--- src/rtl/bwb_pkg.sv ---
package bwb_pkg;
    typedef enum logic [2:0] {
        ST_IDLE  = 3'd0,
        ST_WR_LO = 3'd1,
        ST_WR_HI = 3'd2,
        ST_RD_LO = 3'd3,
        ST_RD_HI = 3'd4
    } bwb_state_e;
endpackage

--- src/rtl/bwb_decode.sv ---
module bwb_decode
    import bwb_pkg::*;
(
    input  logic       sel,
    input  logic       rd_nwr,
    input  logic       a0,
    output bwb_state_e nxt
);
    always_comb begin
        nxt = ST_IDLE;
        if (sel) begin
            unique case ({rd_nwr, a0})
                2'b00: nxt = ST_WR_LO;
                2'b01: nxt = ST_WR_HI;
                2'b10: nxt = ST_RD_LO;
                2'b11: nxt = ST_RD_HI;
            endcase
        end
    end
endmodule

--- src/rtl/bwb_hold_regs.sv ---
module bwb_hold_regs #(
    parameter int BYTE_W = 8
) (
    input  logic              clk,
    input  logic              rst,
    input  logic              ld_lo,
    input  logic [BYTE_W-1:0] lo_in,
    input  logic              ld_hi,
    input  logic [BYTE_W-1:0] hi_in,
    output logic [BYTE_W-1:0] lo_q,
    output logic [BYTE_W-1:0] hi_q
);
    always_ff @(posedge clk) begin
        if (rst) begin
            lo_q <= '0;
            hi_q <= '0;
        end else begin
            if (ld_lo) lo_q <= lo_in;
            if (ld_hi) hi_q <= hi_in;
        end
    end
endmodule

--- src/rtl/bwb_cs_sel.sv ---
module bwb_cs_sel #(
    parameter bit CS_XFER_ONLY = 1'b0
) (
    input  logic active,
    input  logic xfer,
    input  logic pick,
    output logic cs0,
    output logic cs1
);
    logic gate;
    generate
        if (CS_XFER_ONLY) begin : g_xfer
            assign gate = active & xfer;
        end else begin : g_any
            assign gate = active;
        end
    endgenerate
    assign cs0 = gate & ~pick;
    assign cs1 = gate & pick;
endmodule

--- src/rtl/byte_word_bridge.sv ---
module byte_word_bridge
    import bwb_pkg::*;
#(
    parameter int BYTE_W       = 8,
    parameter bit CS_XFER_ONLY = 1'b0
) (
    input  logic                clk,
    input  logic                rst,
    input  logic                sel,
    input  logic                rd_nwr,
    input  logic                a0,
    input  logic                a4,
    input  logic [BYTE_W-1:0]   cpu_wdata,
    output logic [BYTE_W-1:0]   cpu_rdata,
    output logic [2*BYTE_W-1:0] dev_wdata,
    output logic                dev_oe,
    input  logic [2*BYTE_W-1:0] dev_rdata,
    output logic                dev_cs0,
    output logic                dev_cs1,
    output logic                dev_rd_stb,
    output logic                dev_wr_stb
);
    localparam int WORD_W = 2 * BYTE_W;

    bwb_state_e        state_q, state_d;
    logic [BYTE_W-1:0] wbyte_q;
    logic              a4_q;
    logic [BYTE_W-1:0] hold_lo, hold_hi;
    logic              ld_lo, ld_hi, active, xfer;

    bwb_decode u_dec (
        .sel    (sel),
        .rd_nwr (rd_nwr),
        .a0     (a0),
        .nxt    (state_d)
    );

    always_ff @(posedge clk) begin
        if (rst) begin
            state_q <= ST_IDLE;
            wbyte_q <= '0;
            a4_q    <= 1'b0;
        end else begin
            state_q <= state_d;
            if (sel) begin
                wbyte_q <= cpu_wdata;
                a4_q    <= a4;
            end
        end
    end

    always_comb begin
        cpu_rdata  = '0;
        dev_wdata  = '0;
        dev_oe     = 1'b0;
        dev_rd_stb = 1'b0;
        dev_wr_stb = 1'b0;
        ld_lo      = 1'b0;
        ld_hi      = 1'b0;
        active     = 1'b1;
        unique case (state_q)
            ST_IDLE:  active = 1'b0;
            ST_WR_LO: ld_lo = 1'b1;
            ST_WR_HI: begin
                dev_wdata  = {wbyte_q, hold_lo};
                dev_oe     = 1'b1;
                dev_wr_stb = 1'b1;
            end
            ST_RD_LO: begin
                cpu_rdata  = dev_rdata[BYTE_W-1:0];
                dev_rd_stb = 1'b1;
                ld_hi      = 1'b1;
            end
            ST_RD_HI: cpu_rdata = hold_hi;
            default:  active = 1'b0;
        endcase
        xfer = dev_rd_stb | dev_wr_stb;
    end

    bwb_hold_regs #(.BYTE_W(BYTE_W)) u_hold (
        .clk   (clk),
        .rst   (rst),
        .ld_lo (ld_lo),
        .lo_in (wbyte_q),
        .ld_hi (ld_hi),
        .hi_in (dev_rdata[WORD_W-1:BYTE_W]),
        .lo_q  (hold_lo),
        .hi_q  (hold_hi)
    );

    bwb_cs_sel #(.CS_XFER_ONLY(CS_XFER_ONLY)) u_cs (
        .active (active),
        .xfer   (xfer),
        .pick   (a4_q),
        .cs0    (dev_cs0),
        .cs1    (dev_cs1)
    );
endmodule

--- config.mk ---
export PLATFORM = sky130hd
export DESIGN_NAME = byte_word_bridge
export DESIGN_NICKNAME = d
export VERILOG_FILES = /design/src/rtl/bwb_pkg.sv /design/src/rtl/bwb_decode.sv /design/src/rtl/bwb_hold_regs.sv /design/src/rtl/bwb_cs_sel.sv /design/src/rtl/byte_word_bridge.sv
export SDC_FILE = /design/constraint.sdc
export NUM_CORES = 1
export LEC_CHECK = 0
export ABC_AREA = 1
export ABC_CLOCK_PERIOD_IN_PS = 1170
export BUFFER_PORTS_ARGS = -buffer_cell sky130_fd_sc_hd__buf_2
export CAP_MARGIN = 10
export CORE_MARGIN = 5
export CORE_UTILIZATION = 42
export CTS_CLUSTER_SIZE = 14
export DETAILED_ROUTE_END_ITERATION = 6
export HOLD_SLACK_MARGIN = 0.06
export PLACE_DENSITY = 0.75
export RECOVER_POWER = 100
export SYNTH_ARGS = -nofsm -noshare
export SYNTH_HDL_FRONTEND = slang
export SYNTH_SLANG_ARGS = --single-unit
--- constraint.sdc ---
create_clock -name clk -period 1.17 [get_ports clk]
set_clock_uncertainty 0.2 [all_clocks]
set_input_delay 0.0585 -clock clk [delete_from_list [all_inputs] [get_ports clk]]
set_output_delay 0.0585 -clock clk [all_outputs]
set_load 0.05 [all_outputs]
=== After elaboration in Yosys (flattened, before gate mapping) ===
Index checks and enable logic that the tools add are counted.

* $mul: 0
* $add $sub $neg: 0
* Div/mod/pow operators: 0
* Magnitude comparators: 0
* Multiplexer cells: 7
* Shifts and indexed selects: 0
* Equality and inequality tests: 7
* Bitwise gates (word level): 4
* Reductions and logical operators: 3

{| class="wikitable"
|+ Operators with widths
! cell !! count
|-
| $mux W16 || 1
|-
| $pmux W8 S2 || 1
|-
| $pmux W3 S4 || 1
|-
| $eq A3 B2 Y1 const B || 2
|-
| $eq A2 B2 Y1 const B || 2
|-
| $mux W1 || 4
|-
| $reduce_or A4 Y1 || 1
|-
| $eq A3 B1 Y1 const B || 1
|-
| $eq A3 B3 Y1 const B || 1
|-
| $and A1 B1 Y1 || 2
|-
| $eq A2 B1 Y1 const B || 1
|-
| $logic_not A2 Y1 || 1
|-
| $not A1 Y1 || 2
|-
| $reduce_or A2 Y1 || 1
|}

* RAM bits: 0
* Bits in latches: 0
* Register bits: 28
* Memories kept: 0
* Bits in read-only memories: 0
* Bits of input ports: 30
* Output and inout bits: 29
* Word-level logic and storage cells: 26

=== Longest topological paths before layout ===
Gate-level depths: netlist of the first run.

* Depth after elaboration: 4
* Depth in mapped cells: 6
* Mapped depth without buffers: 5

=== Cells and area by module ===
Synthesis of the first run repeated with hierarchy kept, for this count alone.

* Cells, all modules: 240
* Area, all modules: 1544.0 um2

{| class="wikitable"
|+ Modules (own cells, without submodules)
! module !! cells an instance !! area each (um2) !! sequential area each (um2) !! times used
|-
| byte_word_bridge || 122 || 757.0 || 240.2 || 1
|-
| bwb_hold_regs || 102 || 698.2 || 320.3 || 1
|-
| bwb_decode || 12 || 71.3 || 0.0 || 1
|-
| bwb_cs_sel || 4 || 17.5 || 0.0 || 1
|}

=== Worst setup path after synthesis of the first run ===
Ideal clock, no wire load.

* Path type: register -> output
* Start point: register state_q[1]
* End point: output dev_cs1
* Slack: -0.920 ns
* Data required time: 0.912 ns
* Stages on the path, launching flop included: 4
* Buffers on the path: 0
* Data arrival time: 1.831 ns
* Cell sequence: dfxtp_1 -> inv_1 -> nand3_1 -> a21boi_0

* Longest elaborated chain between the ends: 4
* Elaborated cells between the ends (all ways): 7
* Classes of those cells: eq/ne (4); mux (1); bitwise (1); reduce/logical (1)

{| class="wikitable"
|+ Ends and longest elaborated chain
! element !! line !! source
|-
| start, declared || byte_word_bridge.sv:25 || <nowiki>bwb_state_e state_q, state_d;</nowiki>
|-
| start signal, assigned || byte_word_bridge.sv:44 || <nowiki>state_q <= state_d;</nowiki>
|-
| $eq A3 B3 Y1, or another cell as far along || byte_word_bridge.sv:61 || <nowiki>unique case (state_q)</nowiki>
|-
| $reduce_or A4 Y1 (no source line) * || n/a ||
|-
| $mux W1 * || byte_word_bridge.sv:61 ||
|-
| $and A1 B1 Y1 * || bwb_cs_sel.sv:19 || <nowiki>assign cs1 = gate & pick;</nowiki>
|-
| end, declared || byte_word_bridge.sv:19 || <nowiki>output logic dev_cs1,</nowiki>
|}

Mark *: on every way between the ends. The rest lies on a longest branch, timed or not.

=== Worst setup path after layout of the first run ===
* Start point: register state_q[1]
* End point: output cpu_rdata[2]

* Longest elaborated chain between the ends: 2
* Elaborated cells between the ends (all ways): 3
* Classes of those cells: eq/ne (2); mux (1)

{| class="wikitable"
|+ Ends and longest elaborated chain
! element !! line !! source
|-
| $eq A3 B3 Y1 / $eq A3 B2 Y1 (equally long branches) || byte_word_bridge.sv:61 ||
|-
| $pmux W8 S2 * || byte_word_bridge.sv:61 ||
|-
| end, declared || byte_word_bridge.sv:14 || <nowiki>output logic [BYTE_W-1:0] cpu_rdata,</nowiki>
|}

Marked as above.

==> results of run 1 <==
==> critical path, delay by kind of cell, from the launching register on <==
kind            cells  cell delay [ns]
compound gates      1             0.13
simple gates        1             0.07
buf+inv             3             0.40
flops               1             0.41
==> layer usage <==
| layer | global-route usage [%] | up-vias | routed length (um) |
|---|---|---|---|
| li1 | - | 793 | - |
| met1 | 21.0 | 679 | 1660 |
| met2 | 38.0 | 49 | 2490 |
| met3 | 3.54 | 2 | 234 |
| met4 | 4.82 | 0 | 16 |
| met5 | 0 | - | 0 |
==> power by group through the flow <==
stage          Combinational, mW  Clock [mW]  Sequential, mW
4_1_cts                    0.443       0.556            1.02
3_5_place_dp               0.345           0            1.04
3_3_place_gp               0.342           0            1.04
2_1_floorplan              0.244           0            1.04
5_1_grt                    0.522       0.600            1.03
6_report                   0.481       0.552            1.02
==> per-stage QoR <==
stage	area [um2]	util, %	cells	total power, mW
after floorplan	1540	-	200	1.28
after global placement	1920	62.7	303	1.38
after detailed placement	1920	62.7	303	1.38
after CTS	2460	80.7	333	2.02
after global routing	2590	84.7	341	2.15
final	2590	84.7	341	2.05
==> final cells by class <==
class	instances	share of cell area (%)
timing repair buffer	96	34.8
inverter	35	5.95
sequential	28	22.1
tap	44	2.13
clock buffer	4	1.84
multi-input combinational	131	32.4
timing repair inverter	3	0.726
==> cells in the final DEF, fill, tap and decap left out, types with 2 or more instances in the layout <==
cell	count
nor2_1	35
buf_6	31
nand2_1	29
inv_1	28
buf_2	28
dfxtp_1	25
dlygate4sd3_1	21
nor2_2	18
nand2_2	9
o21ai_0	9
o21ai_4	8
a21oi_1	8
buf_4	8
nand3_4	5
nand2_4	3
ha_1	3
clkbuf_4	3
buf_8	3
dfxtp_4	3
inv_4	2
clkinv_4	2
clkinvlp_4	2
clkbuf_16	2
clkinvlp_2	2
buf_12	2
==> final timing paths <==
| check | startpoint | end | slack, ns | cells past startpoint |
|---|---|---|---|---|
| max | state_q[1] | cpu_rdata[2] | -0.42 | 5 |
| max reg2reg | state_q[0] | u_hold.hi_q[1] | -0.29 | 8 |
| min | dev_rdata[7] | cpu_rdata[7] | 0.26 | 4 |
| min reg2reg | wbyte_q[6] | u_hold.lo_q[6] | 0.30 | 2 |
==> kinds of logic after synthesis <==
group | Yosys count
AND/OR/NAND/NOR | 99
buffers and inverters | 42
AO/OA/AOI/OAI | 28
flip-flops | 28
adder cells (fa/ha/maj) | 3
==> state kept, by name, indices dropped and copies added (netlist names) <==
register	flops
u_hold.lo_q	8
a4_q	1
u_hold.hi_q	8
state_q	3
wbyte_q	8
==> what timing repair did <==
item | in CTS | in global routing
hold buffers | 21 | 1
gates cloned | 3 | 3
pin swaps | 9 | 3
endpoints found under the hold margin | 28 | 10
endpoints found under the setup margin | 45 | 55
setup buffers | 2 | 6
gates resized for setup | 74 | 21
==> summary.md, run 1 <==
| Metric | Value |
|---|---|
| Total negative slack | `-15.42 ns` |
| CP max stage delay | `0.41 ns` |
| H-tree levels | `1` |
| CTS tree | `built` |
| Synth Instances | `200` |
| Compound-Gate Fraction of Synth Area | `around a tenth` |
| Worst Path Arrival | `1.33 ns` |
| Via count | `between 1500 and 2000` |
| Remaining DRCs | `0` |
| Number of global-route vias before repair | `around 1500` |
| Drt via density | `~4.5` |
| Worst Path Max Fanout | `8` |
| Area of the mapped netlist | `approximately 0.0013 mm2` |
| Max_cap viols | `0` |
| Pre-CTS setup slack | `-0.280 ns` |
| Switch Pwr | `roughly 580 uW` |
| # rows | `20` |
| Relative slew slack | `79.7%` |
| Sequential group share of total power | `around 50%` |
| Gate power share | `between 20% and 30%` |
| Initial core utilization | `a little over two fifths` |
| Area grow syn2layout | `93.2%` |
| CP Capture Type | `output pin` |
| Sequential share of the synthesized area | `about two fifths` |
| Leakage power | `1.22 nW` |
| Status | `finished with violations` |
| Syn nets | `between 200 and 250` |
| Final wirelength | `4400 um` |
| Register area | `~570 um2` |
| RSZ-0062 raised after global routing | `yes` |
| Antenna Nets Post-Route | `0` |
| Die Y | `66.5 um` |
| Failing checks | `setup timing` |
| Final hold violation count | `0` |
| Ys async rst share | `0%` |
| Layout cells sized above 1 | `46.5%` |
| Clk slew on worst S/H paths | `approximately 0.15 ns` |
| Least-Margin Pin Slew | `0.303 ns` |
| Ys flop type | `dfxtp_1` |
| Ant diodes | `0` |
| Avg WL per Cell | `12.9 um` |
| Power Dens Cells | `roughly 790 mW/mm2` |
| DR iter-0 viols | `52` |
| Synth Area in Adders | `roughly 2.8%` |
| Gr usage total | `a little under 20%` |
| Drt pass-1 iters | `4` |
| Num Clock Sinks | `28` |
| Post-synth top area cell | `dfxtp_1` |
| # setup viols final | `53` |
| Ys Warns | `0` |
| Top Ports | `approximately 60` |
| Synth area leaders | `dfxtp_1, nor2_1, nand2_1` |
| Grt ovf | `0` |
| Simple-gate share of the synthesized area | `30.7%` |
| Sw frac | `approximately 28%` |
| First-pass GRT wire length | `6530 um` |
| Fin crit share | `136%` |
| Cell Chain, Critical Path | `inv_4 -> nand3_4 -> buf_12 -> o21ai_4 -> buf_6` |
| Pins Over Slew Limit | `0` |
| Crit Path Category | `reg -> out` |
| Mux cell area share after synthesis | `0%` |
| Clk_lat worst skew | `0.32 ns` |
| Post-synth top area share | `a little over two fifths` |
| Post-route setup slack | `-0.420 ns` |
| Gp weighted congestion | `slightly below 0.7` |
| Syn avg cell area | `approximately 6.7 um2` |
| Final hold slack | `about 0.26 ns` |
| Count leader, synth | `nor2_1` |
| Largest net degree at the start of global routing | `27` |
| Synth unique cells | `17` |
| Internal Power | `between 1 and 1.5 mW` |
| Initial antenna violation count | `0` |
| Max clock buf depth | `2` |
| Clock power frac | `a little over a quarter` |
| Area of the multi-input gates | `838 um2` |
| Die W | `66.5 um` |
| Startpoint Class | `register` |
| Port Buffers | `58` |
| Post-DP HPWL | `2240 um` |
| Peak supply drop | `~0.8 mV` |
| Nets | `about 330` |
| Slowest library cell on the worst path | `dfxtp_4` |
| Tmin final | `1.59 ns` |
| Fill count | `193` |
| Post-synth top cells | `nor2_1, nand2_1, inv_1` |
| Number of flops mapped to enable cells by yosys | `0` |
| Main combinational cell family by area after synthesis | `simple AND/OR/NAND/NOR gates` |
| Die ar. | `between 0.004 and 0.005 mm2` |
| Data required, critical path | `0.91 ns` |
| Core area | `about 0.003 mm2` |
| Hold Path Class | `in -> out` |
| Xor/xnor cell area share of the yosys netlist | `0%` |
| Synthesized flop and latch total | `28` |
| F_max | `roughly 630 MHz` |
| CTS buffer count | `3` |
| Clock root cell | `clkbuf_4` |
Power figures use the tool's default switching activity.
==> run 2: changes to the inputs <==
--- a/config.mk
+++ b/config.mk
@@ -6,7 +6,7 @@
 export NUM_CORES = 1
 export LEC_CHECK = 0
 export ABC_AREA = 1
-export ABC_CLOCK_PERIOD_IN_PS = 1170
+export ABC_CLOCK_PERIOD_IN_PS = 1400
 export BUFFER_PORTS_ARGS = -buffer_cell sky130_fd_sc_hd__buf_2
 export CAP_MARGIN = 10
 export CORE_MARGIN = 5
==> constraint.sdc (replaced) <==
create_clock -name clk -period 1.4 [get_ports clk]
set_clock_uncertainty 0.2 [all_clocks]
set_input_delay 0.07 -clock clk [delete_from_list [all_inputs] [get_ports clk]]
set_output_delay 0.07 -clock clk [all_outputs]
set_load 0.05 [all_outputs]
==> run 2 against run 1 <==
Net effect: via count down 0.66%; critical path depth unchanged; setup slack better by 0.21 ns; largest cell class is now multi-input combinational cells; routed wire length down 4.9%; highest routed layer unchanged; sequential share of layout area up 1.1 points; the flow still finishes with violations (setup timing).
==> summary.md, run 2 (synthesis results as in run 1) <==
| Metric | Value |
|---|---|
| Top Ports | `between 50 and 60` |
| Max_cap viols | `0` |
| Total negative slack | `-5.14 ns` |
| Drt pass-1 iters | `4` |
| Placed cell areas | `approximately 0.0019 mm2` |
| Power Dens Cells | `668 mW/mm2` |
| Crit Path Category | `reg -> out` |
| Worst Hold Launch | `rst` |
| Number of global-route vias before repair | `~1500` |
| Via count | `1513` |
| Die W | `66.5 um` |
| Post-CTS Hold Fix Bufs | `21` |
| Die Y | `about 66 um` |
| Most common cell after layout, fill and taps aside | `nand2_1` |
| Least-Margin Pin Slew | `0.299 ns` |
| Tmin final | `roughly 1.6 ns` |
| Hold Path Class | `in -> reg` |
| Ant diodes | `0` |
| Remaining DRCs | `0` |
| Post-Layout Cell Count | `approximately 330` |
| Nets | `321` |
| Area grow syn2layout | `83.7%` |
| Layout cells sized above 1 | `slightly above 40%` |
| Num Clock Sinks | `28` |
| Post-DP HPWL | `~2200 um` |
| Final hold violation count | `0` |
| Die ar. | `about 0.0044 mm2` |
| Clock power frac | `about a quarter` |
| Largest net degree at the start of global routing | `27` |
| Relative slew slack | `roughly 80%` |
| Worst Path Max Fanout | `11` |
| # rows | `20` |
| CP Capture Type | `output pin` |
| Worst setup startpoint | `state_q[2]` |
| Worst Path Arrival | `roughly 1.3 ns` |
| Clk slew on worst S/H paths | `0.15 ns` |
| H-tree levels | `1` |
| Gp weighted congestion | `~0.67` |
| Startpoint Class | `register` |
| CTS tree | `built` |
| Sw frac | `between 20 and 30%` |
| Drt via density | `4.57` |
| Final wirelength | `~4200 um` |
| Commonest non-fill, non-tap cells in the layout | `nand2_1, nor2_1, inv_1` |
| Sequential group share of total power | `roughly 52%` |
| First-pass GRT wire length | `6460 um` |
| Internal Power | `around 1.2 mW` |
| Peak supply drop | `0.618 mV` |
| RSZ-0062 raised after global routing | `yes` |
| CTS buffer count | `3` |
| Cells after DPL | `between 300 and 400` |
| Failing checks | `setup timing` |
| Avg WL per Cell | `12.6 um` |
| Grt ovf | `0` |
| Fin crit share | `115%` |
| Status | `finished with violations` |
| # setup viols final | `29` |
| Initial core utilization | `43.9%` |
| Final core utilization | `approximately 81%` |
| F_max | `621 MHz` |
| Finished Cell Area | `approximately 0.0025 mm2` |
| Top Registers | `u_hold.hi_q: 8 flops, u_hold.lo_q: 8 flops, wbyte_q: 8 flops` |
| Switch Pwr | `around 480 uW` |
| Clk_lat worst skew | `0.32 ns` |
| Gate power share | `between 20 and 25%` |
| Core area | `just over 0.003 mm2` |
| Gr usage total | `between 10% and 20%` |
| Antenna Nets Post-Route | `0` |
| Data required, critical path | `around 1.1 ns` |
| Pins Over Slew Limit | `0` |
| Worst r2r src | `state_q[1]` |
| Clock root cell | `clkbuf_4` |
| Post-route setup slack | `-0.210 ns` |
| Leakage power | `roughly 1.1 nW` |
| Max clock buf depth | `2` |
| DR iter-0 viols | `between 60 and 70` |
| Initial antenna violation count | `0` |
| Port Buffers | `just under 60` |
[run 2: cell count changes in the layout (fill, tap and decap cells not counted), moves of 3 or more]
cell	change
buf_4	-3
buf_6	-6
nor2_4	+10
clkbuf_2	+3
nand2_2	-7
nand2_1	+9
nor2_2	-12
[run 2: layout make-up]
class	instances	area, um2
well taps	44	55.1
repair buffers	89	800
inverters	35	154
multi-input cells	131	843
clock buffers	4	36.3
flip-flops and latches	28	572
fillers	211	593
[run 2: worst max-delay path: stages, from the launching register on]
cell and delay, ns:
dfxtp_4 0.40, inv_6 0.08, nand3_4 0.09, buf_12 0.17
nor2_2 0.11, buf_6 0.17
[run 2: power groups by stage]
stage                     Combinational [mW]  Sequential (mW)  Clock, mW
after floorplan                        0.200            0.867          0
after global placement                 0.277            0.868          0
after detailed placement               0.281            0.870          0
after CTS                              0.362            0.852      0.398
after global routing                   0.429            0.858      0.438
final                                  0.396            0.853      0.393
[run 2: what timing repair did]
action	in CTS	in global routing
endpoints found under the setup margin	29	38
endpoints found under the hold margin	28	20
gates cloned	0	1
setup buffers	1	0
gates resized for setup	78	19
pin swaps	10	0
[run 2: final timing paths]
check,endpoint,cells past startpoint,slack [ns]
worst max-delay path,dev_wdata[2],5,-0.21
worst min-delay path,u_hold.hi_q[5],5,0.02
worst max register to register,u_hold.lo_q[1],6,0.03
worst min register to register,u_hold.lo_q[0],2,0.30
[run 2: per-layer routing]
layer	vias to the layer above	part of all wire [%]	wire, um	track usage (%)
met5	-	0	0	0
met4	0	0.22	9	4.06
met3	2	6.1	256	3.71
met2	60	54	2280	35.4
met1	677	39	1640	20.5
li1	774	-	-	-
[run 2: metrics by stage]
stage	power, mW	hold slack, ns	setup slack (ns)
finish	1.64	0.0183	-0.210
global route	1.72	0.0162	-0.273
CTS	1.61	0.00405	-0.199
floorplan	1.07	0.00491	-0.114
global placement	1.15	0.0940	-0.0776
detailed placement	1.15	0.0984	-0.0956
==> run 3: changes to the inputs <==
--- a/config.mk
+++ b/config.mk
@@ -10,12 +10,13 @@
 export BUFFER_PORTS_ARGS = -buffer_cell sky130_fd_sc_hd__buf_2
 export CAP_MARGIN = 10
 export CORE_MARGIN = 5
-export CORE_UTILIZATION = 42
+export CORE_UTILIZATION = 44
 export CTS_CLUSTER_SIZE = 14
 export DETAILED_ROUTE_END_ITERATION = 6
 export HOLD_SLACK_MARGIN = 0.06
-export PLACE_DENSITY = 0.75
+export PLACE_DENSITY = 0.76
 export RECOVER_POWER = 100
 export SYNTH_ARGS = -nofsm -noshare
 export SYNTH_HDL_FRONTEND = slang
+export SYNTH_HIERARCHICAL = 1
 export SYNTH_SLANG_ARGS = --single-unit
==> run 3 against run 2 <==
Net effect: the flow still finishes with violations (setup timing); synthesized cell count up 20%; first-iteration DRC count up 63%; final cell count up 13%; total power up 13%; critical path depth unchanged; setup slack worse by 0.11 ns; final area up 5.3%; register-to-register slack worse by 0.06 ns; synthesized area up 15%; flip-flop and latch count unchanged; routed wire length up 9.8%.
==> summary.md, run 3 <==
| Metric | Value |
|---|---|
| Status | `finished with violations` |
| Failing checks | `setup timing` |
| Clock root cell | `clkbuf_4` |
| Die Y | `slightly below 70 um` |
| Power Dens Cells | `between 700 and 800 mW/mm2` |
| Hold Path Depth | `6` |
| Die ar. | `around 0.0048 mm2` |
| Via count | `around 1700` |
| Remaining DRCs | `0` |
| Data required, critical path | `~1.1 ns` |
| Sequential share of the synthesized area | `a little over a third` |
| DR iter-0 viols | `104` |
| Grt ovf | `0` |
| Hold Path Class | `in -> reg` |
| Largest net degree at the start of global routing | `17` |
| R2R depth | `8` |
| Count leader, synth | `nor2_1` |
| Top Registers | `u_hold/hi_q: 8 flops, u_hold/lo_q: 8 flops, wbyte_q: 8 flops` |
| CTS tree | `built` |
| Commonest non-fill, non-tap cells in the layout | `nor2_1, inv_1, nand2_1` |
| Number of flops mapped to enable cells by yosys | `0` |
| Avg WL per Cell | `between 10 and 15 um` |
| Area of the mapped netlist | `approximately 0.0015 mm2` |
| Synth Instances | `between 200 and 250` |
| Peak supply drop | `just under 0.7 mV` |
| Max clock buf depth | `2` |
| Fill count | `~260` |
| Gr usage total | `a little under a fifth` |
| Area grow syn2layout | `67.7%` |
| Die W | `69.2 um` |
| Least-Margin Pin Slew | `0.339 ns` |
| Ys flop type | `dfxtp_1` |
| Ys async rst share | `0%` |
| Ys Warns | `6` |
| Worst r2r src | `state_q[1]` |
| Max_cap viols | `0` |
| Post-DP HPWL | `approximately 2600 um` |
| Final core utilization | `between 70 and 80%` |
| Synth area leaders | `dfxtp_1, nor2_1, inv_1` |
| CTS buffer count | `3` |
| Worst Hold Launch | `rd_nwr` |
| Placed cell areas | `approximately 0.0019 mm2` |
| Syn avg cell area | `between 6 and 7 um2` |
| Drt pass-1 iters | `4` |
| Gp weighted congestion | `~0.75` |
| Ant diodes | `0` |
| First-pass GRT wire length | `7620 um` |
| Num Clock Sinks | `28` |
| Post-synth top area cell | `dfxtp_1` |
| # rows | `21` |
| RSZ-0062 raised after global routing | `yes` |
| Crit Path Category | `reg -> out` |
| Pins Over Slew Limit | `0` |
| Worst setup startpoint | `state_q[2]` |
| Post-synth top area share | `36.3%` |
| Initial core utilization | `45.9%` |
| Post-route setup slack | `-0.316 ns` |
| # setup viols final | `33` |
| Startpoint Class | `register` |
| CP Capture Type | `output pin` |
| Nets | `approximately 360` |
| Synth unique cells | `18` |
| Fin crit share | `123%` |
| Relative slew slack | `77.3%` |
| Core area | `0.00336 mm2` |
| Drt via density | `between 4 and 5` |
| Most common cell after layout, fill and taps aside | `nor2_1` |
| Syn nets | `273` |
| Final hold violation count | `0` |
| H-tree levels | `1` |
| Layout cells sized above 1 | `roughly 34%` |
| Top Ports | `between 50 and 60` |
| Number of global-route vias before repair | `1677` |
| Antenna Nets Post-Route | `0` |
| Finished Cell Area | `between 0.002 and 0.003 mm2` |
| Final wirelength | `approximately 4600 um` |
| Initial antenna violation count | `0` |
| Clk_lat worst skew | `~0.34 ns` |
| F_max | `~580 MHz` |
| Post-synth top cells | `nor2_1, inv_1, nand2_1` |
| Worst Path Max Fanout | `8` |
| Tmin final | `around 1.7 ns` |
| Worst Path Arrival | `approximately 1.5 ns` |
| Synthesized flop and latch total | `28` |
| Port Buffers | `58` |
| Clk slew on worst S/H paths | `~0.17 ns` |
| Leakage power | `between 1 and 1.5 nW` |
==> run 3: metal layers <==
layer  wire length (um)  global-route usage [%]
met1               1890                    21.9
met2               2410                    34.1
met3                245                    4.49
met4                 55                    5.64
met5                  0                       0
==> run 3: power by group <==
group	internal (mW)	leakage, nW	total, mW	switching, mW
logic	0.191	0.956	0.446	0.255
registers	0.831	0.231	0.860	0.0289
clock network	0.290	0.0279	0.548	0.258
==> run 3: area by class of cell <==
class / count / area (um2) / area share (%)
multi-input cells: 154 / 855 / 33.0
repair buffers: 92 / 852 / 32.9
flip-flops and latches: 28 / 572 / 22.1
inverters: 49 / 201 / 7.78
well taps: 46 / 57.6 / 2.22
clock inverters: 1 / 30.0 / 1.16
clock buffers: 3 / 22.5 / 0.870
==> run 3: critical path, cell delays in order, from the launching register on <==
cell and delay [ns]:
dfxtp_4 0.41, nor2_4 0.16, buf_12 0.13, nand2_8 0.10, nor2_2 0.13, buf_6 0.17
==> run 3: worst paths after layout <==
check,to,slack [ns]
worst max-delay path,dev_wdata[2],-0.32
worst min-delay path,state_q[0],0.006
worst max register to register,u_hold/hi_q[7],-0.03
worst min register to register,u_hold/hi_q[3],0.28
==> run 3: stage by stage <==
step / setup TNS (ns) / power (mW) / cells / hold slack [ns] / worst slack [ns]
finish: -7.36 / 1.85 / 373 / 0.00601 / -0.316
global route: -9.85 / 1.94 / 373 / 0.0710 / -0.379
CTS: -6.69 / 1.83 / 372 / 0.266 / -0.261
detailed placement: -0.0849 / 1.18 / 341 / 0.0964 / -0.0255
global placement: -0.0154 / 1.18 / 341 / 0.0895 / -0.00746
floorplan: -1.68 / 1.11 / 240 / -0.0662 / -0.187
==> run 3: timing repair <==
item,in CTS,in global routing
pin swaps,7,3
gates cloned,2,0
endpoints found under the setup margin,29,52
setup buffers,3,2
endpoints found under the hold margin,28,2
hold buffers,22,2
gates resized for setup,82,18
==> run 3: cell families (layout without fill, tap and decap cells) <==
kind of cell,count (synthesis),in the layout,synth area share [%]
flops,28,28,36.3
buf+inv,60,145,18.9
simple gates,140,142,39.5
fa+ha+maj,3,3,2.43
compound gates,9,9,2.92
